===== config.mk =====
export PLATFORM = sky130hd
export DESIGN_NAME = quad_pwm_ctrl
export DESIGN_NICKNAME = d
export VERILOG_FILES = /design/src/rtl/qpwm_pkg.sv /design/src/rtl/qpwm_channel.sv /design/src/rtl/qpwm_irq.sv /design/src/rtl/qpwm_regfile.sv /design/src/rtl/quad_pwm_ctrl.sv
export SDC_FILE = /design/constraint.sdc
export NUM_CORES = 1
export LEC_CHECK = 0
export BUFFER_PORTS_ARGS = -buffer_cell sky130_fd_sc_hd__buf_2
export CAP_MARGIN = 20
export CORE_AREA = 2 2 238 240
export DETAILED_ROUTE_END_ITERATION = 6
export DIE_AREA = 0 0 240 242
export PLACE_DENSITY = 0.5
export REMOVE_ABC_BUFFERS = 1
export SYNTH_ARGS = -nofsm -noshare
export SYNTH_HDL_FRONTEND = slang
export SYNTH_SLANG_ARGS = --single-unit
export TNS_END_PERCENT = 5

===== constraint.sdc =====
create_clock -name clk -period 5.26 [get_ports clk]
set_input_delay 1.052 -clock clk [delete_from_list [all_inputs] [get_ports clk]]
set_output_delay 1.052 -clock clk [all_outputs]
set_load 0.03 [all_outputs]

===== src/rtl/qpwm_pkg.sv =====
// Shared constants, the channel mode type and its register packing for the
// four-channel PWM controller. Assumes a 32-bit data bus and byte addresses.
package qpwm_pkg;

    // Global register byte offsets (software-visible map)
    localparam int unsigned OFF_CFG    = 'h00;
    localparam int unsigned OFF_RUNSET = 'h04;
    localparam int unsigned OFF_RUNCLR = 'h08;
    localparam int unsigned OFF_RUNSTS = 'h0C;
    localparam int unsigned OFF_MSKSET = 'h10;
    localparam int unsigned OFF_MSKCLR = 'h14;
    localparam int unsigned OFF_MSKSTS = 'h18;
    localparam int unsigned OFF_PEND   = 'h1C;

    // Channel windows
    localparam int unsigned CH_BASE   = 'h200;
    localparam int unsigned CH_STRIDE = 'h20;

    // Word selectors (byte offset / 4) inside the global block and a window
    localparam logic [2:0] G_CFG    = 3'd0;
    localparam logic [2:0] G_RUNSTS = 3'd3;
    localparam logic [2:0] G_MSKSTS = 3'd6;
    localparam logic [2:0] G_PEND   = 3'd7;
    localparam logic [2:0] W_MODE   = 3'd0;
    localparam logic [2:0] W_DUTY   = 3'd1;
    localparam logic [2:0] W_PER    = 3'd2;
    localparam logic [2:0] W_CNT    = 3'd3;

    // Tick source codes
    localparam int unsigned NPOW_TICKS = 4;
    localparam int unsigned SRC_W      = 3;
    localparam logic [SRC_W-1:0] SRC_TICK_A = 3'd4;
    localparam logic [SRC_W-1:0] SRC_TICK_B = 3'd5;

    // Mode field positions
    localparam int unsigned MODE_CENTER_BIT = 8;
    localparam int unsigned MODE_INV_BIT    = 9;

    typedef struct packed {
        logic             inv;
        logic             center;
        logic [SRC_W-1:0] src;
    } ch_mode_t;

    function automatic logic [31:0] mode_pack(ch_mode_t m);
        logic [31:0] w;
        w                  = '0;
        w[SRC_W-1:0]       = m.src;
        w[MODE_CENTER_BIT] = m.center;
        w[MODE_INV_BIT]    = m.inv;
        return w;
    endfunction

    function automatic ch_mode_t mode_unpack(logic [31:0] w);
        ch_mode_t m;
        m.src    = w[SRC_W-1:0];
        m.center = w[MODE_CENTER_BIT];
        m.inv    = w[MODE_INV_BIT];
        return m;
    endfunction

endpackage


===== src/rtl/qpwm_channel.sv =====
// One PWM channel: selects a tick strobe, runs a left- or center-aligned
// counter, compares it with the duty value and flags each period end.
// Assumes tick strobes are single-cycle pulses synchronous to clk.
module qpwm_channel
    import qpwm_pkg::*;
#(
    parameter int CW = 16
) (
    input  logic                  clk,
    input  logic                  rst_n,
    input  logic                  run,
    input  ch_mode_t              mode,
    input  logic [CW-1:0]         duty,
    input  logic [CW-1:0]         period,
    input  logic [NPOW_TICKS-1:0] tick_pow,
    input  logic                  tick_a,
    input  logic                  tick_b,
    output logic [CW-1:0]         cnt,
    output logic                  pwm_o,
    output logic                  period_end
);

    localparam int PW = $clog2(NPOW_TICKS);

    logic          tick;
    logic          down;
    logic [CW-1:0] last;
    logic          at_top;

    // Pick the tick strobe named by the mode's source field
    always_comb begin
        if (int'(mode.src) < int'(NPOW_TICKS))
            tick = tick_pow[mode.src[PW-1:0]];
        else if (mode.src == SRC_TICK_A)
            tick = tick_a;
        else if (mode.src == SRC_TICK_B)
            tick = tick_b;
        else
            tick = 1'b0;
    end

    // Highest count of a period; a zero period acts as one tick
    always_comb begin
        last   = (period == '0) ? '0 : period - 1'b1;
        at_top = (cnt >= last);
    end

    // Period end: wrap in left mode, leaving the held zero in center mode
    always_comb begin
        if (mode.center)
            period_end = run & tick & down & (cnt == '0);
        else
            period_end = run & tick & at_top;
    end

    // Counter and direction update on each selected tick
    always_ff @(posedge clk) begin
        if (!rst_n || !run) begin
            cnt  <= '0;
            down <= 1'b0;
        end else if (tick) begin
            if (!mode.center) begin
                down <= 1'b0;
                cnt  <= at_top ? '0 : cnt + 1'b1;
            end else if (!down) begin
                if (at_top) down <= 1'b1;
                else        cnt  <= cnt + 1'b1;
            end else begin
                if (cnt == '0) down <= 1'b0;
                else           cnt  <= cnt - 1'b1;
            end
        end
    end

    // Output: active while below duty, then polarity applied
    always_comb pwm_o = mode.inv ^ (run & (cnt < duty));

endmodule


===== src/rtl/qpwm_irq.sv =====
// Interrupt mask and pending bits: set/clear mask strobes, pending bits set
// by period ends and emptied by a status read, combined request output.
// Assumes only one of the mask strobes is active in a cycle.
module qpwm_irq #(
    parameter int NCH = 4
) (
    input  logic           clk,
    input  logic           rst_n,
    input  logic           msk_set,
    input  logic           msk_clr,
    input  logic           pend_rd,
    input  logic [NCH-1:0] sel,
    input  logic [NCH-1:0] ev,
    output logic [NCH-1:0] mask,
    output logic [NCH-1:0] pend,
    output logic           irq
);

    // Mask register with write-one-to-set and write-one-to-clear access
    always_ff @(posedge clk) begin
        if (!rst_n)       mask <= '0;
        else if (msk_set) mask <= mask | sel;
        else if (msk_clr) mask <= mask & ~sel;
    end

    // Pending bits: a new event wins over the clear of a status read
    always_ff @(posedge clk) begin
        if (!rst_n) pend <= '0;
        else        pend <= (pend_rd ? '0 : pend) | ev;
    end

    // Combined request from unmasked pending bits
    always_comb irq = |(pend & mask);

endmodule


===== src/rtl/qpwm_regfile.sv =====
// Register bank: decodes the byte address, holds the global word, the run
// set and each channel's mode, duty and period, and returns registered
// read data. Assumes one access per cycle and word-aligned addresses.
module qpwm_regfile
    import qpwm_pkg::*;
#(
    parameter int NCH = 4,
    parameter int CW  = 16,
    parameter int AW  = 12
) (
    input  logic                     clk,
    input  logic                     rst_n,
    input  logic                     bus_wr,
    input  logic                     bus_rd,
    input  logic [AW-1:0]            bus_addr,
    input  logic [31:0]              bus_wdata,
    output logic [31:0]              bus_rdata,
    input  logic [NCH-1:0][CW-1:0]   cnt_all,
    input  logic [NCH-1:0]           mask,
    input  logic [NCH-1:0]           pend,
    output logic [NCH-1:0]           run,
    output logic [31:0]              cfg_word,
    output ch_mode_t [NCH-1:0]       mode_all,
    output logic [NCH-1:0][CW-1:0]   duty_all,
    output logic [NCH-1:0][CW-1:0]   per_all,
    output logic                     msk_set,
    output logic                     msk_clr,
    output logic                     pend_rd
);

    localparam int       IW      = AW - 5;
    localparam int       WIN_END = int'(CH_BASE) + NCH * int'(CH_STRIDE);

    logic          glb_hit;
    logic          win_hit;
    logic [2:0]    word;
    logic [AW-1:0] win_off;
    logic [IW-1:0] win_idx;
    logic [31:0]   rd_val;

    // Address decode into global block or a channel window
    always_comb begin
        word    = bus_addr[4:2];
        glb_hit = (bus_addr[AW-1:5] == '0);
        win_hit = (int'(bus_addr) >= int'(CH_BASE)) && (int'(bus_addr) < WIN_END);
        win_off = bus_addr - AW'(CH_BASE);
        win_idx = win_off[AW-1:5];
    end

    // Strobes toward the interrupt block
    always_comb begin
        msk_set = bus_wr && glb_hit && (int'(word) == int'(OFF_MSKSET / 4));
        msk_clr = bus_wr && glb_hit && (int'(word) == int'(OFF_MSKCLR / 4));
        pend_rd = bus_rd && glb_hit && (word == G_PEND);
    end

    // Global configuration word
    always_ff @(posedge clk) begin
        if (!rst_n)
            cfg_word <= '0;
        else if (bus_wr && glb_hit && word == G_CFG)
            cfg_word <= bus_wdata;
    end

    // Run set with write-one-to-set and write-one-to-clear access
    always_ff @(posedge clk) begin
        if (!rst_n)
            run <= '0;
        else if (bus_wr && glb_hit && int'(word) == int'(OFF_RUNSET / 4))
            run <= run | bus_wdata[NCH-1:0];
        else if (bus_wr && glb_hit && int'(word) == int'(OFF_RUNCLR / 4))
            run <= run & ~bus_wdata[NCH-1:0];
    end

    // Per-channel writable registers; the counter word is read-only
    for (genvar i = 0; i < NCH; i++) begin : g_win
        logic hit;
        always_comb hit = bus_wr && win_hit && (win_idx == IW'(i));

        // Update this channel's mode, duty and period
        always_ff @(posedge clk) begin
            if (!rst_n) begin
                mode_all[i] <= '0;
                duty_all[i] <= '0;
                per_all[i]  <= '0;
            end else if (hit) begin
                case (word)
                    W_MODE:  mode_all[i] <= mode_unpack(bus_wdata);
                    W_DUTY:  duty_all[i] <= bus_wdata[CW-1:0];
                    W_PER:   per_all[i]  <= bus_wdata[CW-1:0];
                    default: ;
                endcase
            end
        end
    end

    // Read multiplexer; unmapped and write-only words return zero
    always_comb begin
        rd_val = '0;
        if (glb_hit) begin
            case (word)
                G_CFG:    rd_val = cfg_word;
                G_RUNSTS: rd_val = 32'(run);
                G_MSKSTS: rd_val = 32'(mask);
                G_PEND:   rd_val = 32'(pend);
                default:  rd_val = '0;
            endcase
        end else if (win_hit) begin
            for (int i = 0; i < NCH; i++) begin
                if (win_idx == IW'(i)) begin
                    case (word)
                        W_MODE:  rd_val = mode_pack(mode_all[i]);
                        W_DUTY:  rd_val = 32'(duty_all[i]);
                        W_PER:   rd_val = 32'(per_all[i]);
                        W_CNT:   rd_val = 32'(cnt_all[i]);
                        default: rd_val = '0;
                    endcase
                end
            end
        end
    end

    // Registered read data, held between reads
    always_ff @(posedge clk) begin
        if (!rst_n)      bus_rdata <= '0;
        else if (bus_rd) bus_rdata <= rd_val;
    end

endmodule


===== src/rtl/quad_pwm_ctrl.sv =====
// Top of the four-channel PWM controller: register bank, one counter per
// channel and the interrupt logic. Tick strobes come from an external
// prescaler that is configured through clk_cfg.
module quad_pwm_ctrl
    import qpwm_pkg::*;
#(
    parameter int NCH = 4,
    parameter int CW  = 16,
    parameter int AW  = 12
) (
    input  logic                  clk,
    input  logic                  rst_n,
    input  logic                  bus_wr,
    input  logic                  bus_rd,
    input  logic [AW-1:0]         bus_addr,
    input  logic [31:0]           bus_wdata,
    output logic [31:0]           bus_rdata,
    input  logic [NPOW_TICKS-1:0] tick_pow,
    input  logic                  tick_a,
    input  logic                  tick_b,
    output logic [NCH-1:0]        pwm_out,
    output logic                  irq,
    output logic [31:0]           clk_cfg
);

    logic [NCH-1:0]         run;
    logic [NCH-1:0]         mask;
    logic [NCH-1:0]         pend;
    logic [NCH-1:0]         ev;
    logic [NCH-1:0]         inv;
    logic [NCH-1:0][CW-1:0] cnt_all;
    logic [NCH-1:0][CW-1:0] duty_all;
    logic [NCH-1:0][CW-1:0] per_all;
    ch_mode_t [NCH-1:0]     mode_all;
    logic                   msk_set;
    logic                   msk_clr;
    logic                   pend_rd;

    qpwm_regfile #(.NCH(NCH), .CW(CW), .AW(AW)) u_regs (
        .clk       (clk),
        .rst_n     (rst_n),
        .bus_wr    (bus_wr),
        .bus_rd    (bus_rd),
        .bus_addr  (bus_addr),
        .bus_wdata (bus_wdata),
        .bus_rdata (bus_rdata),
        .cnt_all   (cnt_all),
        .mask      (mask),
        .pend      (pend),
        .run       (run),
        .cfg_word  (clk_cfg),
        .mode_all  (mode_all),
        .duty_all  (duty_all),
        .per_all   (per_all),
        .msk_set   (msk_set),
        .msk_clr   (msk_clr),
        .pend_rd   (pend_rd)
    );

    for (genvar i = 0; i < NCH; i++) begin : g_ch
        qpwm_channel #(.CW(CW)) u_ch (
            .clk        (clk),
            .rst_n      (rst_n),
            .run        (run[i]),
            .mode       (mode_all[i]),
            .duty       (duty_all[i]),
            .period     (per_all[i]),
            .tick_pow   (tick_pow),
            .tick_a     (tick_a),
            .tick_b     (tick_b),
            .cnt        (cnt_all[i]),
            .pwm_o      (pwm_out[i]),
            .period_end (ev[i])
        );
        // Polarity bits gathered for the checker
        always_comb inv[i] = mode_all[i].inv;
    end

    qpwm_irq #(.NCH(NCH)) u_irq (
        .clk     (clk),
        .rst_n   (rst_n),
        .msk_set (msk_set),
        .msk_clr (msk_clr),
        .pend_rd (pend_rd),
        .sel     (bus_wdata[NCH-1:0]),
        .ev      (ev),
        .mask    (mask),
        .pend    (pend),
        .irq     (irq)
    );

endmodule


# Word-level counts from Yosys, hierarchy flattened
# Cells that the tools add are included.
# Widths: inputs -> output; s select.
[word_totals]
in_bits = 54
reg_bits = 292
elab_cells = 256
[classes]
n_bitwise = 31
add_sub_neg = 13
n_eq_ne = 28
magnitude_cmp = 18
n_mux = 80
n_reduce_logical = 53
[ops]
columns = ["op", "n"]
rows = [
  ["$mux 16", 24],
  ["$pmux 16 s4", 4],
  ["$mux 32", 6],
  ["$logic_not 16->1", 8],
  ["$pmux 32 s4", 1],
  ["$sub 16x1->16 const B", 8],
  ["$add 16x1->16 const B", 4],
  ["$ge 16x16->1", 4],
  ["$lt 16x16->1", 4],
  ["$eq 3x3->1 const B", 13],
  ["$mux 1", 36],
  ["$reduce_and 2->1", 12],
  ["$and 1x1->1", 20],
  ["$mux 4", 5],
  ["$eq 7x2->1 const B", 2],
  ["$logic_and 1x1->1", 14],
  ["$logic_not 7->1", 2],
  ["$and 4x4->4", 3],
  ["$ge 12x10->1 const B", 1],
  ["$lt 12x10->1 const B", 1],
  ["$lt 2x3->1 const B", 4],
  ["$lt 3x3->1 const B", 4],
  ["$ne 3x2->1 const B", 4],
  ["$ne 3x3->1 const B", 4],
  ["14 further kinds", 35],
]

# Longest topological paths before layout
[depth]
depth_word = 9
mapped_depth = 18

# Modules after synthesis
# From an unflattened synthesis, not the netlist that was laid out.
[hier_totals]
hier_cells = 2586
hier_area_um2 = 20581.0
[by_module_without_submodules]
columns = ["module", "cells_per_inst", "area_per_inst_um2", "n_inst"]
rows = [
  ["qpwm_regfile", 1181, 10152.2, 1],
  ["qpwm_channel (g_ch[0].u_ch ...)", 342, 2521.2, 3],
  ["qpwm_channel (g_ch[1].u_ch)", 347, 2542.4, 1],
  ["qpwm_irq", 32, 322.8, 1],
]

# Worst setup path before layout
# OpenSTA, ideal clock, no wires.
[synth_timing]
path_type = "register -> register"
from = "register u_regs.per_all[21] in the netlist's numbering"
to = "register g_ch[1].u_ch.cnt[11]"
t_required_ps = 5186
path_buffers = 3
synth_period_minus_slack_ps = 4062
path_stages_with_launch = 19
path_slack_ps = 1198
arrival_time_ps = 3987
path_cell_list = "dfxtp_1 clkbuf_1 nor4_1 nand2b_1 nor4_1 and4b_1 clkbuf_1 nand2_1 nand2_1 ha_1 a21o_1 nand3_1 a21oi_1 a211oi_1 o21ai_0 a2111o_1 clkbuf_1 or3_1 o21ai_0"
[synth_via]
elab_chain_cells = 5
elab_cells_between_ends = 8
[synth_lines]
columns = ["item", "line", "source"]
rows = [
  ["from (decl)", "qpwm_regfile.sv:25", "output logic [NCH-1:0][CW-1:0] per_all,"],
  ["from (signal, indexed assignment)", "qpwm_regfile.sv:90", "W_PER: per_all[i] <= bus_wdata[CW-1:0];"],
  ["$sub 16x1->16 / $logic_not 16->1 (equally long branches)", "qpwm_channel.sv:44", "last = (period == '0) ? '0 : period - 1'b1;"],
  ["$mux 16 *", "qpwm_channel.sv:44", ""],
  ["$ge 16x16->1 *", "qpwm_channel.sv:45", "at_top = (cnt >= last);"],
  ["$ne 3x2->1 (no line) / $mux 16 (equally long branches)", "-", ""],
  ["$reduce_and 3->1 (no line) / $mux 16 (equally long branches)", "-", ""],
  ["to (signal assigned)", "qpwm_channel.sv:64", "cnt <= at_top ? '0 : cnt + 1'b1;"],
  ["to (signal assigned)", "qpwm_channel.sv:67", "else cnt <= cnt + 1'b1;"],
  ["to (signal assigned)", "qpwm_channel.sv:70", "else cnt <= cnt - 1'b1;"],
  ["to (decl)", "qpwm_channel.sv:18", "output logic [CW-1:0] cnt,"],
]
# Every way passes the cells marked *; elsewhere a longest branch is shown, timed or not.
# A chain may end at the register's enable or synchronous reset.

# Worst setup path in the final report
[layout_timing]
from = "register u_regs.per_all[56] in the netlist's numbering"
to = "register g_ch[3].u_ch.cnt[10]"
[layout_via]
elab_chain_cells = 5
elab_cells_between_ends = 8
[layout_lines]
columns = ["item", "line"]
rows = [
  ["$sub 16x1->16 / $logic_not 16->1 (equally long branches)", "qpwm_channel.sv:44"],
  ["$mux 16 *", "qpwm_channel.sv:44"],
  ["$ge 16x16->1 *", "qpwm_channel.sv:45"],
  ["$ne 3x2->1 (no line) / $mux 16 (equally long branches)", "-"],
  ["$reduce_and 3->1 (no line) / $mux 16 (equally long branches)", "-"],
  ["to (signal assigned)", "qpwm_channel.sv:64"],
  ["to (signal assigned)", "qpwm_channel.sv:67"],
  ["to (signal assigned)", "qpwm_channel.sv:70"],
  ["to (decl)", "qpwm_channel.sv:18"],
]
# Marks and branches as above.

==> metrics.md <==
| Metric | Value |
|---|---|
| Met2 Use GR | `0.374` |
| TritonCTS clock tree | `yes` |
| Worst-margin pin slew | `1.21 ns` |
| Hold-fix buffers at CTS | `0` |
| Die ar. | `58,100 um2` |
| Synth Area per Inst | `7.54 um2` |
| Sw power | `1.34 mW` |
| P_int | `3.88 mW` |
| Setup TNS Final | `0 ns` |
| Crit-path max FO | `32` |
| Sequential fraction of the synthesis area | `0.303` |
| Post-CTS Resized | `0` |
| Critical Path AT | `5.25 ns` |
| Die width | `240 um` |
| Synth top area share | `0.303` |
| Bufs on Longest Clock Path | `3` |
| Final wirelength | `69.5 mm` |
| Cells after Synth | `roughly 2.6k` |
| Wire length per cell | `slightly above 20 um` |
| Peak VDD IR | `188 uV` |
| Vias in the first global route | `17.7k` |
| GRT Overall Usage | `0.235` |
| Primary FF master, synth | `dfxtp_1` |
| #FFs+latches synth | `a little under 300` |
| Synth top area cells | `dfxtp_1, nand2_1, ha_1` |
| Number of flops mapped to enable cells by yosys | `0` |
| Startpoint Class | `flip-flop` |
| Worst Path Class, Setup | `flip-flop to flip-flop` |
| Pins over their slew limit | `0` |
| Via count | `18.8k` |
| Met3 Usage GRT | `0.0411` |
| Clock power share | `0.515` |
| Final Non-Filler Cells | `around 3.3k` |
| Row count | `87` |
| Mapped cell area | `19,300 um2` |
| Crit end category | `flip-flop` |
| Layout cells sized above 1 | `0.118` |
| Final setup viols | `0` |
| Post-layout nets | `2,759` |
| H-tree levels | `2` |
| # IOs | `between 100 and 150` |
| Die Y-Extent | `242 um` |
| TritonRoute pass-1 iters | `6` |
| HP Class | `flip-flop to flip-flop` |
| Fmax achieved | `between 200 and 250 MHz` |
| TritonCTS Buffers | `38` |
| Clock sink count | `292` |
| Placed insts | `3,278` |
| Initial antenna violation count | `0` |
| GPL Wtd Cong | `0.893` |
| Minimum clock period | `4.76 ns` |
| Final ANT Viol Nets | `0` |
| Layout area overhead | `12.0%` |
| 1st-iter DRT viols | `1,572` |
| Final clock period utilization by the worst path | `0.905` |
| Leak Pwr | `7.93 nW` |
| Max Cap Viol | `0` |
| Final-report hold violation count | `0` |
| Layer with the highest usage | `met2` |
| First-pass GRT wire length | `106 mm` |
| Worst relative slew slack | `0.196` |
| Flop pwr share | `0.426` |
| Worst Path Required | `5.75 ns` |
| Ys async rst share | `0` |
| Ys Warns | `0` |
| Clock skew | `0.0300 ns` |
| Logic pwr share | `0.059` |
| Largest net degree at the start of global routing | `roughly 210` |
| Area leader, netlist | `dfxtp_1` |
| Root Driver | `clkbuf_16` |
| Setup bufs post-CTS | `0` |
| Port Buffers | `120` |
| RSZ-0062 raised after global routing | `no` |
| Core Box Area | `55,700 um2` |
| Most frequent cell after synthesis | `nand2_1` |
| Number of distinct library cells after synthesis | `80` |
| Sw frac | `0.256` |
| DR vias/cell | `5.61` |
| Commonest cells in the synthesized netlist | `nand2_1, a21oi_1, dfxtp_1` |
| Status | `complete, no violations` |
| Post-DP HPWL | `48.6 mm` |
| Fin Hold WS | `approximately 0.47 ns` |
| M1 GR Usage | `0.320` |
| Initial core utilization | `0.346` |
| Clock Latency Late Sink | `0.59 ns` |
| Residual DRC | `0` |
| N_diodes | `0` |
| Power Density | `241 nW/um2` |
| Grt total ovfl | `0` |
| Clk pin slew, worst setup/hold paths | `0.06 ns` |
## sequential cells by signal, summed over array words and instances (netlist names), named ones only
signal	count
g_ch.u_ch.cnt	64
g_ch.u_ch.down	4
u_irq.pend	4
u_regs.bus_rdata	32
u_regs.cfg_word	32
u_regs.duty_all	64
u_regs.mode_all	20
u_regs.per_all	64
## metrics by stage
step	total power, mW	utilization	setup WS (ns)	cell area (um2)
6_report	5.22	0.388	0.499	21600
5_1_grt	5.37	0.388	0.111	21600
2_1_floorplan	2.39	-	1.30	18600
3_5_place_dp	2.57	0.365	0.591	20300
4_1_cts	5.28	0.387	0.554	21600
3_3_place_gp	2.57	0.365	0.687	20300
## per-layer routing
metal,up-vias,routed length (um)
met1,8964,31700
met4,0,1940
li1,9106,-
met3,103,4440
met2,589,31500
met5,-,0
## final cells by class
type / count / area [um2]
clock buffer: 54 / 1120
sequential: 292 / 5850
multi-input combinational: 2001 / 12400
clock inverter: 13 / 149
tap: 756 / 946
fill: 5891 / 34100
timing repair buffer: 143 / 792
inverter: 88 / 335
## layout by cell type (no fill, tap or decap), drive strengths merged, types with 10 or more instances in the layout
master / count
nand2b: 47
clkbuf: 54
o21ai: 126
nor2b: 18
buf: 143
nor2: 139
a31oi: 38
xor2: 34
ha: 141
a21oi: 301
nand4: 18
mux4: 16
nor4: 32
a21o: 27
o31ai: 10
dfxtp: 292
xnor2: 19
nor3: 46
a22oi: 47
inv: 89
or4: 19
or3: 37
and4: 10
nand2: 523
mux2: 51
nand3: 70
and2: 19
a211o: 10
mux2i: 37
and3: 19
o22a: 10
a221o: 10
## worst paths after layout
kind	cells after the start	to	slack (ns)	from
worst max register to register	12	g_ch[3].u_ch.cnt[10]$_SDFFE_PP0P_	0.50	u_regs.per_all[56]$_SDFFE_PN0P_
worst max-delay path	12	g_ch[3].u_ch.cnt[10]$_SDFFE_PP0P_	0.50	u_regs.per_all[56]$_SDFFE_PN0P_
worst min register to register	2	u_regs.duty_all[19]$_SDFFE_PN0P_	0.47	u_regs.duty_all[19]$_SDFFE_PN0P_
worst min-delay path	2	u_regs.duty_all[19]$_SDFFE_PN0P_	0.47	u_regs.duty_all[19]$_SDFFE_PN0P_
## worst max-delay path, stage by stage, from the launching register on
cell and delay [ns]:
dfxtp_1 0.37, or4_1 0.61, nor4_1 0.43, nand3_1 0.53
nand2_1 0.22, ha_1 0.27, a21oi_1 0.14, nand2_1 0.07
a31oi_1 0.29, nand3_1 0.33, a31o_2 0.53, or4b_2 0.68
a21oi_1 0.17
## power groups by stage
stage          registers, mW  logic (mW)  clock network [mW]
4_1_cts                 2.22       0.305                2.76
5_1_grt                 2.22       0.325                2.83
2_1_floorplan           2.28       0.111                   0
6_report                2.22       0.308                2.69
3_5_place_dp            2.27       0.304                   0
3_3_place_gp            2.27       0.301                   0
## logic make-up after synthesis
family	synth area share
flip-flops	0.303
AO/OA/AOI/OAI	0.213
XOR/XNOR	0.0241
buffers and inverters	0.0538
adder cells (fa/ha/maj)	0.0914
multiplexers	0.0676
AND/OR/NAND/NOR	0.247
Note: power is estimated with default switching activity, not from simulation.
